[src/rtl/ddr_init_pkg.sv]
package ddr_init_pkg;

  // {cs_n, ras_n, cas_n, we_n}
  typedef enum logic [3:0] {
    CMD_LMR   = 4'b0000,
    CMD_REF   = 4'b0001,
    CMD_PRE   = 4'b0010,
    CMD_ACT   = 4'b0011,
    CMD_WR    = 4'b0100,
    CMD_RD    = 4'b0101,
    CMD_BST   = 4'b0110,
    CMD_NOP   = 4'b0111,
    CMD_DESEL = 4'b1111
  } bus_cmd_e;

  typedef enum logic [3:0] {
    ST_IDLE, ST_PWR, ST_CKE,
    ST_EXT, ST_EXT_W,
    ST_DLLRST, ST_DLLRST_W,
    ST_PRE, ST_PRE_W,
    ST_REF, ST_REF_W,
    ST_OPMODE, ST_OPMODE_W,
    ST_DONE, ST_ERR
  } seq_state_e;

  localparam logic [1:0] BANK_BASE = 2'b00;
  localparam logic [1:0] BANK_EXT  = 2'b01;

  function automatic logic burst_code_ok(input logic [2:0] code);
    return (code >= 3'd1) && (code <= 3'd3);
  endfunction

  function automatic logic latency_code_ok(input logic [2:0] code);
    return (code == 3'd2) || (code == 3'd3) || (code == 3'd6);
  endfunction

  function automatic logic [15:0] base_mode_word(input logic [2:0] bl,
                                                 input logic [2:0] cl,
                                                 input logic dll_rst);
    logic [15:0] w;
    w      = '0;
    w[2:0] = bl;
    w[3]   = 1'b0;  // sequential burst order
    w[6:4] = cl;
    w[8]   = dll_rst;
    return w;
  endfunction

  function automatic logic [15:0] ext_mode_word();
    return 16'h0000;  // DLL enabled, normal drive
  endfunction

  function automatic logic [15:0] close_all_word();
    logic [15:0] w;
    w     = '0;
    w[10] = 1'b1;
    return w;
  endfunction

  function automatic logic is_wait_state(input seq_state_e s);
    return (s == ST_PWR) || (s == ST_EXT_W) || (s == ST_DLLRST_W) ||
           (s == ST_PRE_W) || (s == ST_REF_W) || (s == ST_OPMODE_W);
  endfunction

endpackage

[src/rtl/ddr_init_timer.sv]
module ddr_init_timer #(
  parameter int CNT_W = 16
) (
  input  logic             clk,
  input  logic             rst_n,
  input  logic             load,
  input  logic [CNT_W-1:0] load_val,
  input  logic             run,
  output logic             expired
);
  logic [CNT_W-1:0] cnt;

  // A wait ends in the cycle the count is at or below one, so a loaded
  // value T yields max(T,1) wait cycles.
  assign expired = (cnt <= CNT_W'(1));

  always_ff @(posedge clk) begin
    if (!rst_n) begin
      cnt <= '0;
    end else if (load) begin
      cnt <= load_val;
    end else if (run && !expired) begin
      cnt <= cnt - CNT_W'(1);
    end
  end

  p_no_underflow_r7: assert property (@(posedge clk) disable iff (!rst_n)
    (run && expired && !load) |=> (cnt <= CNT_W'(1)));
endmodule

[src/rtl/ddr_init_cfg.sv]
module ddr_init_cfg #(
  parameter int CNT_W = 16
) (
  input  logic             clk,
  input  logic             rst_n,
  input  logic             capture,
  input  logic [2:0]       bl_in,
  input  logic [2:0]       cl_in,
  input  logic [CNT_W-1:0] mrd_in,
  input  logic [CNT_W-1:0] rp_in,
  input  logic [CNT_W-1:0] rfc_in,
  output logic             live_ok,
  output logic [2:0]       bl_q,
  output logic [2:0]       cl_q,
  output logic [CNT_W-1:0] mrd_q,
  output logic [CNT_W-1:0] rp_q,
  output logic [CNT_W-1:0] rfc_q
);
  import ddr_init_pkg::*;

  assign live_ok = burst_code_ok(bl_in) && latency_code_ok(cl_in);

  always_ff @(posedge clk) begin
    if (!rst_n) begin
      bl_q  <= 3'd1;
      cl_q  <= 3'd2;
      mrd_q <= '0;
      rp_q  <= '0;
      rfc_q <= '0;
    end else if (capture) begin
      bl_q  <= bl_in;
      cl_q  <= cl_in;
      mrd_q <= mrd_in;
      rp_q  <= rp_in;
      rfc_q <= rfc_in;
    end
  end

  p_hold_cfg_r10: assert property (@(posedge clk) disable iff (!rst_n)
    !capture |=> ($stable(bl_q) && $stable(cl_q) && $stable(mrd_q)));
endmodule

[src/rtl/ddr_init_fsm.sv]
module ddr_init_fsm #(
  parameter int CNT_W     = 16,
  parameter int REF_COUNT = 2
) (
  input  logic                     clk,
  input  logic                     rst_n,
  input  logic                     start,
  input  logic                     cfg_ok,
  input  logic [CNT_W-1:0]         pwr_gap,
  input  logic [CNT_W-1:0]         mrd_gap,
  input  logic [CNT_W-1:0]         rp_gap,
  input  logic [CNT_W-1:0]         rfc_gap,
  output ddr_init_pkg::seq_state_e state,
  output logic                     capture,
  output logic                     done,
  output logic                     err
);
  import ddr_init_pkg::*;

  localparam int RC_W = $clog2(REF_COUNT + 1);

  seq_state_e       nxt;
  logic [RC_W-1:0]  ref_cnt;
  logic             dll_rst_done;
  logic             t_load;
  logic [CNT_W-1:0] t_val;
  logic             t_run;
  logic             t_exp;

  assign capture = (state == ST_IDLE) && start;
  assign done    = (state == ST_DONE);
  assign err     = (state == ST_ERR);
  assign t_run   = is_wait_state(state);

  ddr_init_timer #(.CNT_W(CNT_W)) u_timer (
    .clk      (clk),
    .rst_n    (rst_n),
    .load     (t_load),
    .load_val (t_val),
    .run      (t_run),
    .expired  (t_exp)
  );

  always_comb begin
    t_load = 1'b1;
    unique case (state)
      ST_IDLE:                       t_val = pwr_gap;
      ST_EXT, ST_DLLRST, ST_OPMODE:  t_val = mrd_gap;
      ST_PRE:                        t_val = rp_gap;
      ST_REF:                        t_val = rfc_gap;
      default: begin
        t_load = 1'b0;
        t_val  = '0;
      end
    endcase
    if (state == ST_IDLE && !(start && cfg_ok)) t_load = 1'b0;
  end

  always_comb begin
    nxt = state;
    unique case (state)
      ST_IDLE:     if (start) nxt = cfg_ok ? ST_PWR : ST_ERR;
      ST_PWR:      if (t_exp) nxt = ST_CKE;
      ST_CKE:      nxt = ST_EXT;
      ST_EXT:      nxt = ST_EXT_W;
      ST_EXT_W:    if (t_exp) nxt = ST_DLLRST;
      ST_DLLRST:   nxt = ST_DLLRST_W;
      ST_DLLRST_W: if (t_exp) nxt = ST_PRE;
      ST_PRE:      nxt = ST_PRE_W;
      ST_PRE_W:    if (t_exp) nxt = ST_REF;
      ST_REF:      nxt = ST_REF_W;
      ST_REF_W:    if (t_exp) nxt = (ref_cnt >= RC_W'(REF_COUNT)) ? ST_OPMODE : ST_REF;
      ST_OPMODE:   nxt = ST_OPMODE_W;
      ST_OPMODE_W: if (t_exp) nxt = ST_DONE;
      ST_DONE:     nxt = ST_DONE;
      ST_ERR:      nxt = ST_ERR;
      default:     nxt = ST_ERR;
    endcase
  end

  always_ff @(posedge clk) begin
    if (!rst_n) begin
      state        <= ST_IDLE;
      ref_cnt      <= '0;
      dll_rst_done <= 1'b0;
    end else begin
      state <= nxt;
      if (state == ST_DLLRST) dll_rst_done <= 1'b1;
      if (state == ST_REF)    ref_cnt <= ref_cnt + RC_W'(1);
    end
  end

  p_ref_after_dllrst_r8: assert property (@(posedge clk) disable iff (!rst_n)
    (state == ST_REF) |-> dll_rst_done);

  p_ref_total_r4: assert property (@(posedge clk) disable iff (!rst_n)
    (state == ST_OPMODE) |-> (ref_cnt == RC_W'(REF_COUNT)));
endmodule

[src/rtl/ddr_init_cmd_drv.sv]
module ddr_init_cmd_drv #(
  parameter int ADDR_W = 13,
  parameter int BA_W   = 2
) (
  input  ddr_init_pkg::seq_state_e state,
  input  logic [2:0]               bl,
  input  logic [2:0]               cl,
  output logic                     cke,
  output ddr_init_pkg::bus_cmd_e   cmd,
  output logic [BA_W-1:0]          ba,
  output logic [ADDR_W-1:0]        addr
);
  import ddr_init_pkg::*;

  always_comb begin
    cke  = 1'b1;
    cmd  = CMD_NOP;
    ba   = '0;
    addr = '0;
    unique case (state)
      ST_IDLE, ST_PWR, ST_ERR: begin
        cke = 1'b0;
        cmd = CMD_DESEL;
      end
      ST_EXT: begin
        cmd  = CMD_LMR;
        ba   = BA_W'(BANK_EXT);
        addr = ADDR_W'(ext_mode_word());
      end
      ST_DLLRST: begin
        cmd  = CMD_LMR;
        ba   = BA_W'(BANK_BASE);
        addr = ADDR_W'(base_mode_word(bl, cl, 1'b1));
      end
      ST_PRE: begin
        cmd  = CMD_PRE;
        addr = ADDR_W'(close_all_word());
      end
      ST_REF:  cmd = CMD_REF;
      ST_OPMODE: begin
        cmd  = CMD_LMR;
        ba   = BA_W'(BANK_BASE);
        addr = ADDR_W'(base_mode_word(bl, cl, 1'b0));
      end
      default: cmd = CMD_NOP;
    endcase
  end
endmodule

[src/rtl/ddr_init_seq.sv]
module ddr_init_seq #(
  parameter int ADDR_W    = 13,
  parameter int BA_W      = 2,
  parameter int CNT_W     = 16,
  parameter int REF_COUNT = 2
) (
  input  logic              clk,
  input  logic              rst_n,
  input  logic              start,
  input  logic [2:0]        cfg_burst_code,
  input  logic [2:0]        cfg_cas_code,
  input  logic [CNT_W-1:0]  gap_pwr,
  input  logic [CNT_W-1:0]  gap_mrd,
  input  logic [CNT_W-1:0]  gap_rp,
  input  logic [CNT_W-1:0]  gap_rfc,
  output logic              mem_cke,
  output logic              mem_cs_n,
  output logic              mem_ras_n,
  output logic              mem_cas_n,
  output logic              mem_we_n,
  output logic [BA_W-1:0]   mem_ba,
  output logic [ADDR_W-1:0] mem_addr,
  output logic              init_done,
  output logic              cfg_err
);
  import ddr_init_pkg::*;

  seq_state_e       state;
  bus_cmd_e         cmd;
  logic             capture;
  logic             live_ok;
  logic [2:0]       bl_q;
  logic [2:0]       cl_q;
  logic [CNT_W-1:0] mrd_q;
  logic [CNT_W-1:0] rp_q;
  logic [CNT_W-1:0] rfc_q;

  ddr_init_cfg #(.CNT_W(CNT_W)) u_cfg (
    .clk     (clk),
    .rst_n   (rst_n),
    .capture (capture),
    .bl_in   (cfg_burst_code),
    .cl_in   (cfg_cas_code),
    .mrd_in  (gap_mrd),
    .rp_in   (gap_rp),
    .rfc_in  (gap_rfc),
    .live_ok (live_ok),
    .bl_q    (bl_q),
    .cl_q    (cl_q),
    .mrd_q   (mrd_q),
    .rp_q    (rp_q),
    .rfc_q   (rfc_q)
  );

  ddr_init_fsm #(.CNT_W(CNT_W), .REF_COUNT(REF_COUNT)) u_fsm (
    .clk     (clk),
    .rst_n   (rst_n),
    .start   (start),
    .cfg_ok  (live_ok),
    .pwr_gap (gap_pwr),
    .mrd_gap (mrd_q),
    .rp_gap  (rp_q),
    .rfc_gap (rfc_q),
    .state   (state),
    .capture (capture),
    .done    (init_done),
    .err     (cfg_err)
  );

  ddr_init_cmd_drv #(.ADDR_W(ADDR_W), .BA_W(BA_W)) u_drv (
    .state (state),
    .bl    (bl_q),
    .cl    (cl_q),
    .cke   (mem_cke),
    .cmd   (cmd),
    .ba    (mem_ba),
    .addr  (mem_addr)
  );

  assign {mem_cs_n, mem_ras_n, mem_cas_n, mem_we_n} = cmd;

  // Named bus events for the checks below
  logic bus_nop, bus_cmd, bus_lmr;
  assign bus_nop = !mem_cs_n && mem_ras_n && mem_cas_n && mem_we_n;
  assign bus_cmd = mem_cke && !mem_cs_n && !bus_nop;
  assign bus_lmr = bus_cmd && !mem_ras_n && !mem_cas_n && !mem_we_n;

  p_cke_rise_nop_r3: assert property (@(posedge clk) disable iff (!rst_n)
    $rose(mem_cke) |-> (mem_cs_n || bus_nop));

  p_cmd_then_nop_r7: assert property (@(posedge clk) disable iff (!rst_n)
    bus_cmd |=> bus_nop);

  p_lmr_bank_r5: assert property (@(posedge clk) disable iff (!rst_n)
    bus_lmr |-> (mem_ba == BA_W'(0) || mem_ba == BA_W'(1)));

  p_err_quiet_r2: assert property (@(posedge clk) disable iff (!rst_n)
    cfg_err |-> (!mem_cke && mem_cs_n && !init_done));

  p_done_sticky_r9: assert property (@(posedge clk) disable iff (!rst_n)
    init_done |=> (init_done && mem_cke && bus_nop));

  p_err_sticky_r2: assert property (@(posedge clk) disable iff (!rst_n)
    cfg_err |=> cfg_err);
endmodule

[config.mk]
export PLATFORM = sky130hd
export DESIGN_NAME = ddr_init_seq
export DESIGN_NICKNAME = d
export VERILOG_FILES = /design/src/rtl/ddr_init_pkg.sv /design/src/rtl/ddr_init_timer.sv /design/src/rtl/ddr_init_cfg.sv /design/src/rtl/ddr_init_fsm.sv /design/src/rtl/ddr_init_cmd_drv.sv /design/src/rtl/ddr_init_seq.sv
export SDC_FILE = /design/constraint.sdc
export NUM_CORES = 1
export LEC_CHECK = 0
export CORE_UTILIZATION = 40
export CTS_CLUSTER_DIAMETER = 60
export CTS_CLUSTER_SIZE = 16
export DETAILED_ROUTE_END_ITERATION = 8
export PLACE_DENSITY = 0.76
export SYNTH_ARGS = -nofsm -noshare
export SYNTH_HDL_FRONTEND = slang
export SYNTH_SLANG_ARGS = --single-unit
[constraint.sdc]
create_clock -name clk -period 3.1 [get_ports clk]
set_input_delay 0.465 -clock clk [delete_from_list [all_inputs] [get_ports clk]]
set_output_delay 0.465 -clock clk [all_outputs]
set_load 0.03 [all_outputs]
* After elaboration in Yosys (flattened, before gate mapping) *
Cells that the tools add are included.

cells by class
  add/sub/neg operators = 2
  multipliers = 0
  div/mod/pow operators = 0
  magnitude comparators = 4
  equal/unequal tests = 24
  shift operators = 0
  mux-type cells = 19
  bitwise gates (word level) = 0
  reduce and logical (&&, ||, !) cells = 21

operators with widths
  cell                                                                    count
  16-bit one-hot mux with 4 select lines                                  1
  4-bit one-hot mux with 14 select lines                                  1
  11-bit one-hot mux with 3 select lines                                  1
  16-bit two-way mux                                                      2
  4-bit two-way mux                                                       8
  4-bit == test, second input constant                                    7
  4-bit by 3-bit == test with 1-bit output, second input constant         4
  16-bit by 1-bit <= comparator with 1-bit output, second input constant  1
  4-bit one-hot mux with 4 select lines                                   1
  16-bit by 1-bit subtractor with 16-bit output, second input constant    1
  2-bit != test, second input constant                                    7
  4-bit by 2-bit == test with 1-bit output, second input constant         2
  1-bit logical OR                                                        7
  7-bit AND reduction                                                     1
  3-bit by 2-bit == test with 1-bit output, second input constant         2
  1-bit logical AND                                                       6
  3-bit OR reduction                                                      2
  6-bit OR reduction                                                      1
  4-bit by 1-bit == test with 1-bit output, second input constant         1
  4-bit logical NOT                                                       1
  1-bit two-way mux                                                       4
  3-bit == test, second input constant                                    1
  3-bit by 1-bit >= comparator with 1-bit output, second input constant   1
  3-bit by 2-bit <= comparator with 1-bit output, second input constant   1
  5 further kinds                                                         6

storage, ports and cells
  flip-flop bits (word level) = 76
  latch bits = 0
  memory bits (writable) = 0
  memory bits (read-only) = 0
  word-level logic and storage cells = 78
  memories = 0

* Longest topological paths before layout *
Gate-level depths: netlist of the first run.

  depth in word-level cells = 9
  gate-level depth with buffers = 8
  mapped depth without buffers = 7

* By module *
Synthesis of the first run repeated with hierarchy kept, for this count alone.

second synthesis, totals
  cells, all modules = 494
  area total of the unflattened synthesis = 4518.1 um^2

by module, submodules not included
  module            instances  cells an instance  area an instance (um^2)
  ddr_init_cfg      1          176                2100.8
  ddr_init_timer    1          143                1163.6
  ddr_init_fsm      1          147                1058.5
  ddr_init_cmd_drv  1          28                 195.2

* Worst setup path before layout of the first run *
No wires, ideal clock.

  kind = register to output
  start = reg u_fsm.state[3]
  end = out mem_cke
  arrival time = 2.318 ns
  setup slack = 0.317 ns
  stages on the path, launching flop included = 7
  buffers on the path = 3
  path through = dfxtp_1 > clkbuf_1 > clkbuf_1 > clkbuf_1 > nand3_1 > o21ai_0 > inv_1

on the way
  cells in the longest elaborated chain, start to end = 3
  elaborated cells on any way between the ends = 5

ends and longest elaborated chain
  item                                   line                    text
  start, declared                        ddr_init_fsm.sv:13      output ddr_init_pkg::seq_state_e state,
  start signal, assigned                 ddr_init_fsm.sv:87      state <= nxt;
  4-bit == test (tied with other cells)  ddr_init_cmd_drv.sv:20  unique case (state)
  3-bit OR reduction (*)                 ddr_init_cmd_drv.sv:20
  1-bit two-way mux (*)                  ddr_init_cmd_drv.sv:20
  end, declared                          ddr_init_seq.sv:16      output logic mem_cke,

Mark *: on every way between the ends. The rest lies on a longest branch, timed or not.

* Final worst setup path of the first run *
  start = reg u_fsm.state[1]
  end = out mem_cas_n

on the way
  cells in the longest elaborated chain, start to end = 3
  elaborated cells on any way between the ends = 11

ends and longest elaborated chain
  item                                                              line                    text
  4-bit by 2-bit == test with 1-bit output (tied with other cells)  ddr_init_cmd_drv.sv:20
  3-bit OR reduction (on tied branches)                             --
  4-bit one-hot mux with 4 select lines (*)                         ddr_init_cmd_drv.sv:20
  end, declared                                                     ddr_init_seq.sv:19      output logic mem_cas_n,

Marked as above.

==> out/results.md, run 1 <==
- outcome: completed
- number of distinct library cells after synthesis: 64
- number of design-rule violations left by the first detailed-router iteration: 209
- power density relative to cell area: 951.4 nW/um2
- diodes inserted: 0
- element type at the critical path start: register
- Min-Delay Path Class: register to register
- fraction of registers with async set/reset: 0%
- CTS tree: done
- I/O pin total: 95
- pin count of the biggest net entering global routing: 55
- die height: 100.2 um
- Total Wirelength: 11.29 mm
- H-tree lvl count: 3
- setup repair bufs after CTS: 0
- setup repair after global routing missed its margin: false
- Worst Reg2Reg Path Length in Cells: 5
- # clock sinks: 76
- CP max stage cell: dfxtp_1
- vias in the first global route: 3,621
- total gr overflow: 0
- Final Skew: 0.006835 ns
- via density per instance: 5.523
- mean cell area of the mapped netlist: 7.679 um2
- latest clock arrival within the worst-skew pair: 0.36 ns
- number of clock buffers inserted by TritonCTS: 9
- pre-CTS WS: 0.4326 ns
- growth of design area from synthesis to finish: 30.80%
- CP endpoint kind: primary output
- clk buf depth: 2
- total of buffers placed on input and output ports: 88
- Max VDD drop: 0.0004326 V
- gp weighted congestion: 0.8741
- static leakage: 0.001828 uW
- final layout net count: 653
- maximum frequency from static timing analysis: 353.2 MHz
- sequential-to-total area share from yosys stat: 39.47%
- CP max FO: 13
- measured slew at the worst slew-check pin: 0.8020 ns
- Row Count: 35
- kind of critical path: register to primary output
- max-slew violation count: 0
- DIE WIDTH: 100.2 um
- placed cell count: 695
- number of failing hold endpoints at the final stage: 0
- Clk pin slew, worst setup/hold paths: 0.08 ns
- max-cap check violation count: 0
- Worst Hold Path Cells: 2
- relative slew slack: 46.21%
- dominant synthesized flop cell: dfxtp_1
- worst setup margin: 0.2684 ns
- count of unresolved DRC violations after routing: 0
- Core Footprint: 9284 um2
- effective utilization at floorplan: 41.52%
- Post-DRT Antenna Nets: 0
- detailed placer's ending HPWL: 8.242 mm
- Avg WL per Cell: 15.88 um
- drt first pass iters: 5
- Die Outline Area: 10,030 um2
- vias after detailed routing: 3,927
- Syn Std Cell Area: 3855 um2
- critical path cell sequence: buf_4 > nand2_1 > o22ai_1 > nor2_1 > clkdlybuf4s50_1
- Final Instance Count excl. Fillers: 711
- endpoint arrival time on the critical path: 2.37 ns
- gate count after technology mapping: 502
- layout cells sized above 1: 8.419%
- number of warning messages in the yosys log: 0
- Tot GR Track Use: 22.99%
- post-CTS sizing: 0
- clk root buf: clkbuf_8
- register bit count reported by yosys: 76
- required time at the endpoint of the critical path: 2.63 ns
- number of enable flip-flop cells after synthesis: 0
- part of the cycle the worst path needs: 91.34%
- delay of the slowest cell on the worst path: 0.61 ns
- antenna violations before repair: 0
- setup TNS: 0 ns
- number of setup violations in the final report: 0
- global-route wire length before repair: 17.82 mm
- min cycle time layout: 2.832 ns
- hold-fix buffer count after cts: 0
## kinds of logic after synthesis
family          Yosys count  share of synthesized area [%]
compound gates          148                          25.77
xor+xnor                  6                          1.363
fa+ha+maj                 3                         0.9738
buf+inv                  55                          6.427
flops                    76                          39.47
mux                       1                         0.2921
other cells               1                        0.09728
simple gates            212                          25.61
## final cells by class
type | count | area [um2]
Inverter | 8 | 30.03
Clock buffer | 9 | 123.9
Timing Repair Buffer | 106 | 1016
Sequential cell | 76 | 1523
Multi-Input combinational cell | 376 | 2106
Clock inverter | 7 | 82.58
Tap cell | 129 | 161.4
Fill cell | 903 | 4242
## synthesized netlist by cell type, types with 7 or more instances
master    number  area share (%)
clkbuf_1      33             3.2
buf_4          7             1.4
a21oi_1       68             8.8
nand2_1      125              12
nor3_1        14             1.8
and2_1         8             1.3
a22o_1         7             1.6
inv_1          7            0.68
and3_1         7             1.1
nand3_1       11             1.4
nor2_1        14             1.4
dfxtp_1       76              39
## worst paths after layout
| path | from | endpoint | slack (ns) |
|---|---|---|---|
| setup reg to reg | u_fsm.u_timer.cnt[8] | u_fsm.u_timer.cnt[8] | 0.38 |
| hold / removal | u_cfg.cl_q[0] | u_cfg.cl_q[0] | 0.46 |
| setup / recovery | u_fsm.state[1] | mem_cas_n | 0.27 |
| hold reg to reg | u_cfg.cl_q[0] | u_cfg.cl_q[0] | 0.46 |
## placed cells by master (no fill, tap or decap), types with 3 or more instances in the layout
| cell type | instances |
|---|---|
| nand2_1 | 125 |
| clkdlybuf4s50_1 | 88 |
| dfxtp_1 | 75 |
| a21oi_1 | 68 |
| buf_4 | 18 |
| nor2_1 | 14 |
| nor3_1 | 14 |
| nand3_1 | 11 |
| clkbuf_8 | 9 |
| inv_1 | 7 |
| and2_1 | 7 |
| and3_1 | 7 |
| a22o_1 | 7 |
| o21ai_0 | 6 |
| a221oi_1 | 6 |
| o31a_1 | 6 |
| conb_1 | 6 |
| or3b_2 | 5 |
| a31oi_1 | 5 |
| or2_2 | 4 |
| or3_1 | 4 |
| nor4_1 | 4 |
| o211ai_1 | 4 |
| o21a_1 | 4 |
| a22oi_1 | 4 |
| a211oi_1 | 3 |
| xnor2_1 | 3 |
| xor2_1 | 3 |
| o2111ai_1 | 3 |
| a222oi_1 | 3 |
| o311ai_1 | 3 |
| ha_1 | 3 |
| inv_6 | 3 |
## registers in the layout, indices dropped and copies added, names as in the netlist
signal,count
u_cfg.bl_q,3
u_fsm.ref_cnt,2
u_cfg.rp_q,16
u_fsm.u_timer.cnt,16
u_fsm.state,4
u_cfg.cl_q,3
u_cfg.rfc_q,16
u_cfg.mrd_q,16
## metrics by stage
step / utilization [%] / instance area (um2) / hold WS [ns] / total power (uW)
2_1_floorplan: - / 3874 / 0.4317 / 3361
3_3_place_gp: 52.08 / 4835 / 0.4412 / 3917
3_5_place_dp: 52.08 / 4835 / 0.4465 / 3978
4_1_cts: 54.30 / 5041 / 0.4584 / 4776
5_1_grt: 54.31 / 5042 / 0.4778 / 5133
6_report: 54.31 / 5042 / 0.4560 / 4797
## per-layer routing
layer | vias up | share of wire [%] | track usage (%)
li1 | 1932 | - | -
met5 | - | 0 | 0
met2 | 136 | 47 | 36.46
met4 | 0 | 2.7 | 11.59
met1 | 1835 | 45 | 30.27
met3 | 24 | 6.2 | 3.760
## power by group
part / internal, uW / switching (uW)
Sequential: 1240 / 251
Clock: 386 / 417
Combinational: 1010 / 1500
## critical path: cells and delay by family (launching register included)
kind	cells	cell delay [ns]
flops	1	0.61
simple gates	2	0.24
compound gates	1	0.30
buf+inv	2	0.85
No activity file was read; power rests on OpenSTA's default activity.
==> run 2, diff against run 1 <==
Settings changed: CAP_MARGIN from default to 20.
==> results of run 2 <==
No change in the layout: final DEF, timing and power equal those of run 1.
==> run 3, diff against run 2 <==
Settings changed: RECOVER_POWER from default to 100.
==> out/results.md, run 3 (synthesized netlist as in run 1, its figures left out) <==
- outcome: completed
- number of failing hold endpoints at the final stage: 0
- CP max stage cell: dlygate4sd3_1
- combinational fraction of design power: 51.7%
- placed cell count: 695
- die height: 100.2 um
- relative slew slack: 37.39%
- Die Outline Area: 10,030 um2
- effective utilization at floorplan: 41.52%
- drt first pass iters: 6
- I/O pin total: 95
- Total Wirelength: 11.27 mm
- growth of design area from synthesis to finish: 30.44%
- Tot GR Track Use: 22.99%
- Row Count: 35
- setup repair after global routing missed its margin: false
- Final Skew: 0.006040 ns
- most frequent cells in the layout: nand2_1, dfxtp_1, clkdlybuf4s50_1
- proportion of total power due to net switching: 45.55%
- power dissipated by switching net loads: 2152 uW
- internal cell power: 2573 uW
- # clock sinks: 76
- maximum frequency from static timing analysis: 343.9 MHz
- antenna violations before repair: 0
- Clk pin slew, worst setup/hold paths: 0.09 ns
- global-route wire length before repair: 17.82 mm
- power density relative to cell area: 939.7 nW/um2
- CP max FO: 13
- clk root buf: clkbuf_8
- diodes inserted: 0
- worst path bufs/invs: 2
- number of clock buffers inserted by TritonCTS: 9
- count of unresolved DRC violations after routing: 0
- Post-DRT Antenna Nets: 0
- vias in the first global route: 3,621
- clk buf depth: 2
- gp weighted congestion: 0.8741
- static leakage: 0.001853 uW
- latest clock arrival within the worst-skew pair: 0.35 ns
- Core Footprint: 9284 um2
- detailed placer's ending HPWL: 8.242 mm
- layout cells sized above 1: 7.904%
- post-CTS sizing: 0
- required time at the endpoint of the critical path: 2.63 ns
- Critical path origin: u_fsm.state[1]
- CTS tree: done
- most frequent standard cell in the layout excluding fill and tap cells: nand2_1
- max-cap check violation count: 0
- Final Instance Count excl. Fillers: 711
- top cell family by delay on the critical path: buffers and inverters
- worst min-delay path startpoint: u_cfg.cl_q[0]
- kind of critical path: register to primary output
- pin count of the biggest net entering global routing: 55
- min cycle time layout: 2.908 ns
- element type at the critical path start: register
- share of total power in the clock network: 16.9%
- DIE WIDTH: 100.2 um
- part of the cycle the worst path needs: 93.80%
- number of setup violations in the final report: 0
- Avg WL per Cell: 15.85 um
- via density per instance: 5.554
- total gr overflow: 0
- worst reg2reg startpoint: u_fsm.u_timer.cnt[8]
- Min-Delay Path Class: register to register
- delay of the slowest cell on the worst path: 0.70 ns
- total of buffers placed on input and output ports: 88
- Max VDD drop: 0.0004330 V
- critical path cell sequence: buf_4 > nand2_1 > o22ai_1 > nor2_1 > dlygate4sd3_1
- Flop pwr share: 31.4%
- number of fill cells: 907
- setup repair bufs after CTS: 0
- setup TNS: 0 ns
- CP endpoint kind: primary output
- max-slew violation count: 0
- endpoint arrival time on the critical path: 2.44 ns
- final layout net count: 653
- measured slew at the worst slew-check pin: 0.9392 ns
- number of design-rule violations left by the first detailed-router iteration: 230
- hold-fix buffer count after cts: 0
- worst slack on hold paths: 0.4560 ns
- vias after detailed routing: 3,949
- H-tree lvl count: 3
-- run 3: cell types whose count changed in the layout (fill, tap and decap cells not counted), moves of 2 or more --
cell / change
clkdlybuf4s50_1: -17
dlygate4sd3_1: +17
o311ai_0: +3
o311ai_1: -3
buf_4: -2
or4_1: +2
or4_4: -2
-- run 3: power by group through the flow --
stage	clock network, uW	logic (uW)	registers (uW)
floorplan	0	1980	1380
global placement	0	2430	1490
detailed placement	0	2480	1500
CTS	807	2490	1480
global route	852	2690	1520
finish	799	2440	1480
-- run 3: area by class of cell --
cell class                 count  area (um2)  share of cell area, %
multi-input combinational    376        2098                  41.73
inverter                       8       30.03                 0.5972
timing repair buffer         106        1010                  20.08
tap                          129       161.4                  3.210
clock inverter                 7       82.58                  1.642
sequential                    76        1523                  30.28
clock buffer                   9       123.9                  2.463
-- run 3: path summary, 6_finish.rpt --
path / to / slack, ns / cells after the start
worst max-delay path: mem_cas_n / 0.19 / 5
worst min register to register: u_cfg.cl_q[0] / 0.46 / 2
worst min-delay path: u_cfg.cl_q[0] / 0.46 / 2
worst max register to register: u_fsm.state[1] / 0.26 / 6
-- run 3: stage by stage --
step / power [uW] / instance area (um2) / util (%) / setup WS [ns]
4_1_cts: 4776 / 5041 / 54.30 / 0.1315
5_1_grt: 5060 / 5029 / 54.16 / 0.1083
6_report: 4725 / 5029 / 54.16 / 0.1923
2_1_floorplan: 3361 / 3874 / - / 0.3174
3_5_place_dp: 3978 / 4835 / 52.08 / 0.4326
3_3_place_gp: 3917 / 4835 / 52.08 / 0.4689
-- run 3: layer usage --
metal	GRT usage [%]	vias to the layer above	wire length (um)
met5	0	-	0
met3	3.760	25	623
met4	11.59	0	324
met2	36.46	164	5272
li1	-	1933	-
met1	30.27	1827	5046
-- run 3: tightest hold or removal path: cells and delay by family (launching register included) --
| kind | cells | cell delay (ns) |
|---|---|---|
| flops | 1 | 0.31 |
| compound gates | 1 | 0.05 |
| simple gates | 1 | 0.05 |
